===== config.mk =====
export PLATFORM = sky130hd
export DESIGN_NAME = tot_detect
export DESIGN_NICKNAME = d
export VERILOG_FILES = /design/src/rtl/tot_pkg.sv /design/src/rtl/tot_rst_sync.sv /design/src/rtl/tot_next.sv /design/src/rtl/tot_eval.sv /design/src/rtl/tot_detect.sv
export SDC_FILE = /design/constraint.sdc
export NUM_CORES = 1
export LEC_CHECK = 0
export BUFFER_PORTS_ARGS = -buffer_cell sky130_fd_sc_hd__buf_4
export CAP_MARGIN = 20
export CORE_AREA = 2 2 39 41
export DETAILED_ROUTE_END_ITERATION = 16
export DIE_AREA = 0 0 41 43
export PLACE_DENSITY_LB_ADDON = 0.25
export SYNTH_ARGS = -nofsm -noshare
export SYNTH_HDL_FRONTEND = slang
export SYNTH_HIERARCHICAL = 1
export SYNTH_SLANG_ARGS = --single-unit

===== constraint.sdc =====
create_clock -name clk -period 3.7 [get_ports clk]
set_clock_uncertainty 0.1 [all_clocks]
set_input_delay 0 -clock clk [delete_from_list [all_inputs] [get_ports clk]]
set_output_delay 0 -clock clk [all_outputs]
set_load 0.05 [all_outputs]

===== src/rtl/tot_pkg.sv =====
package tot_pkg;
  localparam int WIN_LEN   = 3;
  localparam int HIST_LEN  = WIN_LEN - 1;
  localparam int ST_W      = 3;
  localparam int HIT_ONES  = 2;
  localparam int CNT_W     = $clog2(WIN_LEN + 1);

  // bit2: history full; bit1: one bit seen; low bits: recent bits (older first)
  typedef enum logic [ST_W-1:0] {
    ST_EMPTY = 3'b000,
    ST_SEEN0 = 3'b010,
    ST_SEEN1 = 3'b011,
    ST_H00   = 3'b100,
    ST_H01   = 3'b101,
    ST_H10   = 3'b110,
    ST_H11   = 3'b111
  } tot_state_e;

  localparam logic [ST_W-1:0] ST_UNUSED = 3'b001;
endpackage


===== src/rtl/tot_rst_sync.sv =====
module tot_rst_sync #(
  parameter int STAGES = 2
) (
  input  logic clk,
  input  logic rst_n,
  output logic rst_sync_n
);
  logic [STAGES-1:0] chain_q;

  always_ff @(posedge clk or negedge rst_n) begin
    if (!rst_n) begin
      chain_q <= '0;
    end else begin
      chain_q <= {chain_q[STAGES-2:0], 1'b1};
    end
  end

  assign rst_sync_n = chain_q[STAGES-1];
endmodule


===== src/rtl/tot_next.sv =====
module tot_next
  import tot_pkg::*;
(
  input  tot_state_e state_cur,
  input  logic       bit_valid,
  input  logic       bit_val,
  output tot_state_e state_nxt
);
  always_comb begin
    state_nxt = state_cur;
    if (bit_valid) begin
      case (state_cur)
        ST_EMPTY: state_nxt = bit_val ? ST_SEEN1 : ST_SEEN0;
        ST_SEEN0, ST_SEEN1,
        ST_H00, ST_H01, ST_H10, ST_H11:
          state_nxt = tot_state_e'({1'b1, state_cur[0], bit_val});
        default:  state_nxt = ST_EMPTY;
      endcase
    end
  end
endmodule


===== src/rtl/tot_eval.sv =====
module tot_eval
  import tot_pkg::*;
(
  input  tot_state_e state_cur,
  input  logic       bit_valid,
  input  logic       bit_val,
  output logic       hit
);
  logic [WIN_LEN-1:0] window;
  logic [CNT_W-1:0]   ones;
  logic               full;

  assign full   = state_cur[ST_W-1];
  assign window = {state_cur[HIST_LEN-1:0], bit_val};

  always_comb begin
    ones = '0;
    for (int i = 0; i < WIN_LEN; i++) begin
      ones = ones + CNT_W'(window[i]);
    end
  end

  assign hit = bit_valid & full & (ones == CNT_W'(HIT_ONES));
endmodule


===== src/rtl/tot_detect.sv =====
module tot_detect
  import tot_pkg::*;
#(
  parameter int RST_STAGES = 2
) (
  input  logic clk,
  input  logic rst_n,
  input  logic in_valid,
  input  logic in_bit,
  output logic detect
);
  logic       rst_q;
  tot_state_e state_q;
  tot_state_e state_d;

  tot_rst_sync #(.STAGES(RST_STAGES)) u_rst (
    .clk        (clk),
    .rst_n      (rst_n),
    .rst_sync_n (rst_q)
  );

  tot_next u_next (
    .state_cur (state_q),
    .bit_valid (in_valid),
    .bit_val   (in_bit),
    .state_nxt (state_d)
  );

  always_ff @(posedge clk or negedge rst_q) begin
    if (!rst_q) begin
      state_q <= ST_EMPTY;
    end else if (in_valid) begin
      state_q <= state_d;
    end
  end

  tot_eval u_eval (
    .state_cur (state_q),
    .bit_valid (in_valid),
    .bit_val   (in_bit),
    .hit       (detect)
  );


  window_match_chk: assert property (@(posedge clk) disable iff (!rst_q)
    (in_valid && state_q[ST_W-1]) |->
      (detect == ($countones({state_q[HIST_LEN-1:0], in_bit}) == HIT_ONES)));


  all_ones_chk: assert property (@(posedge clk) disable iff (!rst_q)
    (in_valid && state_q == ST_H11 && in_bit) |-> !detect);


  fill_quiet_chk: assert property (@(posedge clk) disable iff (!rst_q)
    (!state_q[ST_W-1]) |-> !detect);


  idle_quiet_chk: assert property (@(posedge clk) disable iff (!rst_q)
    !in_valid |-> !detect);


  idle_hold_chk: assert property (@(posedge clk) disable iff (!rst_q)
    !in_valid |=> $stable(state_q));


  state_legal_chk: assert property (@(posedge clk) disable iff (!rst_q)
    state_q != ST_UNUSED);
endmodule


* After elaboration in Yosys (flattened, before gate mapping) *
Index checks and enable logic that the tools add are counted.

word-level totals
  output and inout bits = 1
  logic and storage cells = 17
  flip-flop bits (word level) = 5

cells by class
  eq/ne operators = 7
  reduce and logical (&&, ||, !) cells = 2
  add/subtract/negate cells = 2
  bitwise operators = 2
  multiplexer cells = 2

operators by type and width
  kind                  count
  $eq A3 B3 Y1 const B  4
  $eq A3 B2 Y1 const B  2
  $pmux W3 S2           1
  $reduce_or A6 Y1      1
  $logic_not A3 Y1      1
  $add A1 B1 Y2         1
  $add A2 B1 Y2         1
  $and A1 B1 Y1         2
  $eq A2 B2 Y1 const B  1
  $mux W1               1

* Logic depth before layout (Yosys ltp) *
Gate-level depths: netlist of the first run.

  depth in word-level cells = 4
  gate-level depth with buffers = 3
  depth with buffers taken out = 3

* Hierarchy *
The synthesis of the first run kept the hierarchy.

modules (own cells, without submodules)
  module        instances  cells an instance  area each (um^2)
  tot_detect    1          6                  108.9
  tot_next      1          9                  57.6
  tot_rst_sync  1          3                  53.8
  tot_eval      1          5                  41.3

* Worst setup path after synthesis of the first run *
OpenSTA, ideal clock, no wires.

  kind = reg2out
  start = register state_q[1]
  end = output detect
  arrival time = 1.445 ns
  setup slack = 2.155 ns
  path buffers = 0
  cell stages (with the launch flop) = 4
  path through = dfrtp_1 > inv_1 > fa_1 > and4b_1

on the way
  cells in the longest elaborated chain, start to end = 3

RTL lines
  what                    line              text
  from (decl)             tot_detect.sv:13  tot_state_e state_q;
  from (signal assigned)  tot_detect.sv:33  state_q <= state_d;
  $add A2 B1 Y2           tot_eval.sv:19    ones = ones + CNT_W'(window[i]);
  $eq A2 B2 Y1            tot_eval.sv:23    assign hit = bit_valid & full & (ones == CNT_W'(HIT_ONES));
  $and A1 B1 Y1           tot_eval.sv:23
  to (decl)               tot_detect.sv:10  output logic detect

No other way between the ends.

* Final worst setup path of the first run *
Same ends and word-level chain as after synthesis.

==> results_dict.tcl, run 1 <==
set metrics [dict create \
    status "completed" \
    start_kind "flip-flop" \
    grt_max_degree 11 \
    n_antenna_cell 0 \
    synth.avg_cell_area_um2 11.4 \
    dp_hpwl_um 303 \
    clk_pin_slew_ns 0.04 \
    core_area_um2 1380 \
    final_cells 51 \
    dieArea_um2 1760 \
    ir_drop_uv 238 \
    tritoncts "done" \
    synth_adder_area_share_pct 7.66 \
    grt_usage_pct 6.37 \
    antenna_found_initial 0 \
    nets 41 \
    setup-tns-final_ns 0 \
    max-cap-violations 0 \
    p_leak_nw 0.170 \
    synth_top_family_by_area "multiplexers" \
    crit_path_start "state_q[1]$_DFFE_PN0P_" \
    fp.dieW_um 41 \
    clock_sinks 5 \
    postCtsResizedCells 0 \
    post_drt_wl_per_cell_um 8.29 \
    powerDensity_nw_per_um2 522 \
    grt_overflow_total 0 \
    cts_buffer_depth 2 \
    ant_nets 0 \
    crit-reg2reg-launch "state_q[1]$_DFFE_PN0P_" \
    h-tree-depth 1 \
    synth_compound_area_share_pct 11.0 \
    synthSimpleGateAreaFrac_pct 12.0 \
    boundaryPins 5 \
    die-height_um 43 \
    synth-seq-cells 5 \
    seq_area_frac_synth_pct 47.8 \
    muxShareOfSynthArea_pct 12.9 \
    gp_congestion 0.550 \
    syn_to_final_growth_pct 44.5 \
    syn_nets 28 \
    rsz0062_at_grt "false" \
    arrival_ns 1.62 \
    syn_inst 23 \
    worstPathRequired_ns 3.60 \
    rows 14 \
    netlist-cell-type-count 13 \
    finalWirelength_um 423 \
    finalCriticalPeriod_ns 1.72 \
    crit_type "reg -> out" \
    synth-xor-area-share_pct 0 \
    postPlaceCellArea_um2 312 \
    setup_viol 0 \
    insertion_delay_ns 0.24 \
    start_util_pct 18.9 \
    finalCritPeriodShare_pct 46.5 \
    postCtsSetupRepairBufs 0 \
    hold_path_startpoint "in_bit" \
    final_area_um2 378 \
    firstDrtPassIters 2 \
    drt_iter0_drc 1 \
    hold_viol_final 0 \
    drc 0 \
    power.total_mw 0.197 \
    syn_area_um2 262 \
    viasPerCell 4.02 \
    holdBufCountCts 4 \
    hold_class "in -> reg" \
    max_freq_mhz 581 \
    cts_buffers 3 \
    grt_pass1_vias 200 \
    drive_above_1_share_pct 31.4 \
    cp_max_fo 7 \
    io_buffer_count 4 \
    endpoint_kind "output pin" \
    final_max_slew_viol_count 0 \
    yosysWarningCount 6 \
    post-place-cells 43 \
    num_vias 205 \
    root_buffer "clkbuf_4" \
    grt_pass1_wl_um 731 \
]
[stage by stage]
| step | worst slack, ns | utilization (%) | hold WS (ns) |
|---|---|---|---|
| 2_1_floorplan | 2.16 | - | -0.396 |
| 3_3_place_gp | 2.24 | 22.5 | -0.318 |
| 3_5_place_dp | 2.22 | 22.5 | -0.316 |
| 4_1_cts | 1.96 | 27.3 | 0.0696 |
| 5_1_grt | 1.91 | 27.3 | 0.127 |
| 6_report | 1.98 | 27.3 | 0.0692 |
[synth_stat cells]
cell type,number,share of area [%]
conb_1,1,1.4
o22ai_1,1,2.4
nand2_1,1,1.4
dfrtp_1,5,48
a21o_2,1,3.3
or4b_1,1,3.8
fa_1,1,7.7
o221ai_1,1,3.3
inv_1,5,7.2
and4b_1,1,3.8
mux2_2,3,13
a21oi_1,1,1.9
nor3b_1,1,2.9
[metal layers]
layer | global-route usage (%) | vias up | share of wire [%]
met3 | 6.28 | 0 | 8.5
met4 | 0 | 0 | 0
met5 | 0 | - | 0
met1 | 6.25 | 98 | 39
met2 | 10.0 | 7 | 52
li1 | - | 100 | -
[critical path, cell delays in order (launching register included)]
cell     delay [ns]
dfrtp_1        0.43
inv_1          0.08
fa_1           0.50
and4b_1        0.18
buf_4          0.19
[logic make-up (layout without fill, tap and decap cells)]
family,count (synthesis),in the layout
DFF,5,5
buffers and inverters,5,17
AOI/OAI and AO/OA,4,4
and+or+nand+nor,4,4
muxes,3,3
adders and majority gates,1,1
other,1,1
[where the power goes]
| part | switching, mW | leakage, nW | internal (mW) |
|---|---|---|---|
| logic | 0.0300 | 0.0985 | 0.0282 |
| clock network | 0.0211 | 0.0150 | 0.0407 |
| registers | 0.0127 | 0.0564 | 0.0644 |
| total | 0.0639 | 0.170 | 0.133 |
[flip-flops by register name (all words and copies together), names as in the netlist]
name           count
state_q            3
u_rst/chain_q      2
[final cells by class]
class                           count  area [um2]
Sequential cell                     5         125
Inverter                            5        18.8
Fill cell                         142        1010
Multi-Input combinational cell     13         118
Timing Repair Buffer                8        70.1
Tap cell                           16        20.0
Clock buffer                        4        26.3
[placed cells by master, fill, tap and decap left out, drive strengths merged]
cell type and count:
clkbuf 4, a21o 1, o221ai 1, fa 1, nor3b 1, dfrtp 5, or4b 1, buf 4
mux2 3, o22ai 1, conb 1, dlygate4sd3 4, and4b 1, inv 5, nand2 1, a21oi 1
[worst paths after layout]
path,endpoint,slack [ns],cells after the start
setup / recovery,detect,1.98,4
hold / removal,state_q[0]$_DFFE_PN0P_,0.07,4
setup reg to reg,state_q[1]$_DFFE_PN0P_,2.35,3
hold reg to reg,u_rst/chain_q[1]$_DFF_PN0_,0.26,0
max in group asynchronous,u_rst/chain_q[1]$_DFF_PN0_,2.86,3
min in group asynchronous,state_q[1]$_DFFE_PN0P_,0.47,1
Note: power is estimated with default switching activity, not from simulation.
==> run 2: changes to the inputs <==
- clock period: 3.7 -> 1.8 ns (I/O delays scaled with it)
==> run 2 against run 1 <==
  * Sequential share of layout area stayed put
  * Cell area stayed put
  * Worst hold slack better by 0.00059 ns
  * Routed wire length is 9.9% lower
  * Worst setup slack worse by 1.9 ns
  * Clock power is 99% higher
  * Global-route usage is 0.81 points lower
  * Sequential cell count stayed put
  * Power is 100% higher
  * Register-to-register slack worse by 1.9 ns
  * Sequential power is 100% higher
  * Non-clock buffer count stayed put
  * Largest cell class unchanged
==> results_dict.tcl, run 2 (same netlist as run 1, synthesis figures left out) <==
set metrics [dict create \
    grt_max_degree 11 \
    antenna_found_initial 0 \
    largest_reg_flops 3 \
    arrival_ns 1.61 \
    cts_buffer_depth 2 \
    rsz0062_at_grt "false" \
    hold_path_startpoint "in_bit" \
    crit_chain "inv_1 -> fa_1 -> and4b_1 -> buf_4" \
    clock_power_share_pct 30.9 \
    core_area_um2 1380 \
    grt_overflow_total 0 \
    insertion_delay_ns 0.23 \
    rows 14 \
    cpPeakStageDelay_ns 0.49 \
    clock_sinks 5 \
    status "completed" \
    grt_pass1_wl_um 579 \
    fillers 156 \
    setup_viol 0 \
    postCtsSetupRepairBufs 0 \
    finalCriticalPeriod_ns 1.71 \
    sequentialPowerShare_pct 39.6 \
    start_util_pct 18.9 \
    setup-tns-final_ns 0 \
    powerDensity_nw_per_um2 1050 \
    largestRegisters "state_q: 3 flops, u_rst/chain_q: 2 flops" \
    start_kind "flip-flop" \
    finalWirelength_um 381 \
    post-route-util_pct 27.3 \
    p_int_mw 0.274 \
    boundaryPins 5 \
    gp_congestion 0.541 \
    firstDrtPassIters 1 \
    grt_pass1_vias 158 \
    switchingPower_mw 0.124 \
    endpoint_kind "output pin" \
    tritoncts "done" \
    nets 41 \
    drt_iter0_drc 0 \
    drc 0 \
    root_buffer "clkbuf_4" \
    fp.dieW_um 41 \
    crit_type "reg -> out" \
    layout.area.seq_um2 125 \
    h-tree-depth 1 \
    p_leak_nw 0.170 \
    hold_class "in -> reg" \
    max-cap-violations 0 \
    post_drt_wl_per_cell_um 7.47 \
    die-height_um 43 \
    crit-reg2reg-launch "state_q[1]$_DFFE_PN0P_" \
    finalCritPeriodShare_pct 94.7 \
    max_freq_mhz 586 \
    hold_viol_final 0 \
    crit_path_start "state_q[1]$_DFFE_PN0P_" \
    swShare_pct 31.2 \
    dp_hpwl_um 310 \
    viasPerCell 3.65 \
    grt_usage_pct 5.56 \
    final_max_slew_viol_count 0 \
    ant_nets 0 \
    cts_buffers 3 \
    drive_above_1_share_pct 31.4 \
    io_buffer_count 4 \
    dieArea_um2 1760 \
    cp_max_fo 7 \
    multiInputGateArea_um2 118 \
    slowest_stage "fa_1" \
    comb_power_share_pct 29.5 \
    n_antenna_cell 0 \
    num_vias 186 \
    clk_pin_slew_ns 0.04 \
    syn_to_final_growth_pct 44.5 \
    worstPathRequired_ns 1.70 \
    ir_drop_uv 336 \
    final_cell_mix "dfrtp_1, inv_1, dlygate4sd3_1, buf_4" \
    regMostFlops "state_q" \
]
run 2: per-layer routing:
metal | vias to the layer above | part of all wire, % | GRT usage, %
li1 | 101 | - | -
met1 | 80 | 46 | 5.26
met2 | 5 | 46 | 7.50
met3 | 0 | 7.3 | 3.14
met4 | 0 | 0 | 6.00
met5 | - | 0 | 0
run 2: layout make-up:
class,instances,share of cell area [%]
Timing Repair Buffer,8,18.5
Tap cell,16,5.30
Inverter,5,4.97
Clock buffer,4,6.95
Sequential cell,5,33.1
Multi-Input combinational cell,13,31.1
run 2: final timing paths:
kind,end,slack (ns),cells after the start
setup / recovery,detect,0.09,4
hold / removal,state_q[0]$_DFFE_PN0P_,0.07,4
setup reg to reg,state_q[1]$_DFFE_PN0P_,0.45,3
hold reg to reg,u_rst/chain_q[1]$_DFF_PN0_,0.25,0
max in group asynchronous,u_rst/chain_q[0]$_DFF_PN0_,0.97,3
min in group asynchronous,state_q[0]$_DFFE_PN0P_,0.47,1
run 2: repair_timing:
item	in CTS	in global routing
gates resized for setup	0	0
endpoints found under the hold margin	8	0
hold buffers	4	0
run 2: power by group through the flow:
stage	Sequential (mW)	Combinational, mW	Clock [mW]
after CTS	0.158	0.120	0.130
after floorplan	0.154	0.0840	0
after detailed placement	0.161	0.112	0
after global placement	0.160	0.110	0
final	0.157	0.117	0.123
after global routing	0.162	0.133	0.138
run 2: critical path, delay by kind of cell, from the launching register on:
kind | cells | cell delay [ns]
flops | 1 | 0.43
buf+inv | 2 | 0.27
simple gates | 1 | 0.18
fa+ha+maj | 1 | 0.49
run 2: metrics by stage:
| stage | area (um2) | setup slack, ns | hold slack [ns] | power, mW | std cells |
|---|---|---|---|---|---|
| floorplan | 262 | 0.255 | -0.396 | 0.238 | 23 |
| global placement | 312 | 0.340 | -0.317 | 0.270 | 43 |
| detailed placement | 312 | 0.327 | -0.317 | 0.274 | 43 |
| CTS | 378 | 0.0686 | 0.0654 | 0.409 | 51 |
| global route | 378 | 0.00629 | 0.120 | 0.434 | 51 |
| finish | 378 | 0.0948 | 0.0697 | 0.398 | 51 |
==> run 3: changes to the inputs <==
- ABC_AREA: unset -> 1
- ABC_CLOCK_PERIOD_IN_PS: unset -> 1800
- PLACE_DENSITY: unset -> 0.36
- PLACE_DENSITY_LB_ADDON: 0.25 -> unset
==> run 3 against run 2 <==
  * Cell count rose by 25%
  * Utilization up 0.63 points
  * Maximum frequency rose by 2.9%
  * Largest cell class unchanged
==> results_dict.tcl, run 3 <==
set metrics [dict create \
    synth.avg_cell_area_um2 7.51 \
    synthTopCellsByArea "dfrtp_1, nand2_1, fa_1" \
    final_max_slew_viol_count 0 \
    dp_hpwl_um 383 \
    grt_pass1_wl_um 793 \
    layout_commonest_cell "nand2_1" \
    regMostFlops "state_q" \
    tritoncts "done" \
    status "completed" \
    fillers 163 \
    syn_nets 41 \
    synth-seq-cells 5 \
    start_kind "flip-flop" \
    hold_class "in -> reg" \
    synth_flop_cell "dfrtp_1" \
    cts_buffer_depth 2 \
    post_drt_wl_per_cell_um 7.39 \
    cp_max_fo 5 \
    whs_path_depth 5 \
    h-tree-depth 1 \
    num_vias 233 \
    ys_top_cells_by_count "nand2_1, dfrtp_1, inv_1, nand3_1, nor2_2" \
    setup_viol 0 \
    dieArea_um2 1760 \
    cpLargestDelayFamily "adder cells" \
    core_area_um2 1380 \
    grt_pass1_vias 242 \
    insertion_delay_ns 0.24 \
    cp.depth 5 \
    p_leak_nw 0.206 \
    finalWirelength_um 473 \
    async_flop_share_pct 100 \
    max_freq_mhz 604 \
    start_util_pct 19.5 \
    crit_type "reg -> out" \
    postPlaceCellArea_um2 320 \
    powerDensity_nw_per_um2 925 \
    finalCriticalPeriod_ns 1.66 \
    clock_sinks 5 \
    yosysWarningCount 6 \
    antenna_found_initial 0 \
    ant_nets 0 \
    n_antenna_cell 0 \
    synth_edf_count 0 \
    io_buffer_count 4 \
    postCtsSetupRepairBufs 0 \
    nets 54 \
    ir_drop_uv 238 \
    clk_pin_slew_ns 0.04 \
    yosysMostFrequentCell "nand2_1" \
    boundaryPins 5 \
    rsz0062_at_grt "false" \
    rows 14 \
    drive_above_1_share_pct 20.8 \
    power.total_mw 0.358 \
    hold_viol_final 0 \
    viasPerCell 3.64 \
    setup-tns-final_ns 0 \
    cp.buffers_inverters 2 \
    worstPathRequired_ns 1.70 \
    largestRegisters "state_q: 3 flops, u_rst/chain_q: 2 flops" \
    finalCritPeriodShare_pct 92.0 \
    gp_congestion 0.685 \
    max-cap-violations 0 \
    largest_reg_flops 3 \
    slowest_stage "fa_1" \
    synth_largest_area_cell "dfrtp_1" \
    syn_to_final_growth_pct 43.1 \
    grt_max_degree 9 \
    final_cell_mix "nand2_1, dfrtp_1, inv_1" \
    cts_buffers 3 \
    syn_area_um2 270 \
    synth_top_cell_area_share_pct 46.3 \
    cpPeakStageDelay_ns 0.50 \
    ff2ff_path_depth 6 \
    root_buffer "clkbuf_4" \
    syn_inst 36 \
    firstDrtPassIters 3 \
    final_area_um2 387 \
    netlist-cell-type-count 10 \
    arrival_ns 1.56 \
    drt_iter0_drc 3 \
    grt_usage_pct 7.18 \
    die-height_um 43 \
    seq_area_frac_synth_pct 46.3 \
    endpoint_kind "output pin" \
    grt_overflow_total 0 \
    crit_chain "inv_1 -> fa_1 -> nand2_1 -> nor2_2 -> buf_4" \
    drc 0 \
    fp.dieW_um 41 \
]
## run 3: changes by cell type after synthesis, moves of 2 or more
cell	before	now
nand2_1	1	17
mux2_2	3	0
nand3_1	0	2
nor2_2	0	2
## run 3: per-stage QoR
stage          setup WS (ns)  utilization, %  std cells  hold slack (ns)
2_1_floorplan          0.273               -         36           -0.396
3_3_place_gp           0.392            23.1         56           -0.318
3_5_place_dp           0.377            23.1         56           -0.316
4_1_cts                0.117            27.9         64          0.00685
5_1_grt               0.0542            27.9         64           0.0399
6_report               0.143            27.9         64           0.0130
## run 3: path summary, 6_finish.rpt
kind,slack [ns],end,from
worst max-delay path,0.14,detect,state_q[1]$_DFFE_PN0P_
max in group asynchronous,0.97,u_rst/chain_q[0]$_DFF_PN0_,rst_n
min in group asynchronous,0.48,state_q[0]$_DFFE_PN0P_,u_rst/chain_q[1]$_DFF_PN0_
worst max register to register,0.71,state_q[1]$_DFFE_PN0P_,state_q[1]$_DFFE_PN0P_
worst min register to register,0.25,u_rst/chain_q[1]$_DFF_PN0_,u_rst/chain_q[0]$_DFF_PN0_
worst min-delay path,0.01,state_q[0]$_DFFE_PN0P_,in_bit
## run 3: report_power, final
part           internal, mW  switching [mW]
sequential            0.129          0.0191
combinational        0.0385          0.0471
clock                0.0835          0.0410
## run 3: repair_timing
| action | 4_1_cts | 5_1_grt |
|---|---|---|
| resized for setup | 0 | 0 |
| hold buffers | 4 | 0 |
| hold endpoints to repair | 8 | 0 |
## run 3: worst min-delay path, stage by stage
cell and delay, ns:
buf_4 0.09, nand3_1 0.06, nand2_1 0.06, nand2_1 0.05, nand2_1 0.06
## run 3: cell type report
class                      count  area (um2)  area share (%)
multi-input combinational     25         123            31.7
timing repair buffer           8        70.1            18.1
inverter                       6        22.5            5.83
tap                           16        20.0            5.18
sequential                     5         125            32.4
clock buffer                   4        26.3            6.80
## run 3: cell families (layout without fill, tap and decap cells)
kind of cell    count (synthesis)  in the layout  synth area share [%]
compound gates                  2              2                  4.63
fa+ha+maj                       1              1                  7.41
buf+inv                         6             18                  8.33
flops                           5              5                  46.3
other cells                     1              1                  1.39
simple gates                   21             21                  31.9
## run 3: routing by layer
metal	track usage, %	vias up	part of all wire, %
li1	-	127	-
met1	6.25	101	39
met2	11.6	5	55
met3	1.57	0	5.7
met4	8.00	0	0
met5	0	-	0
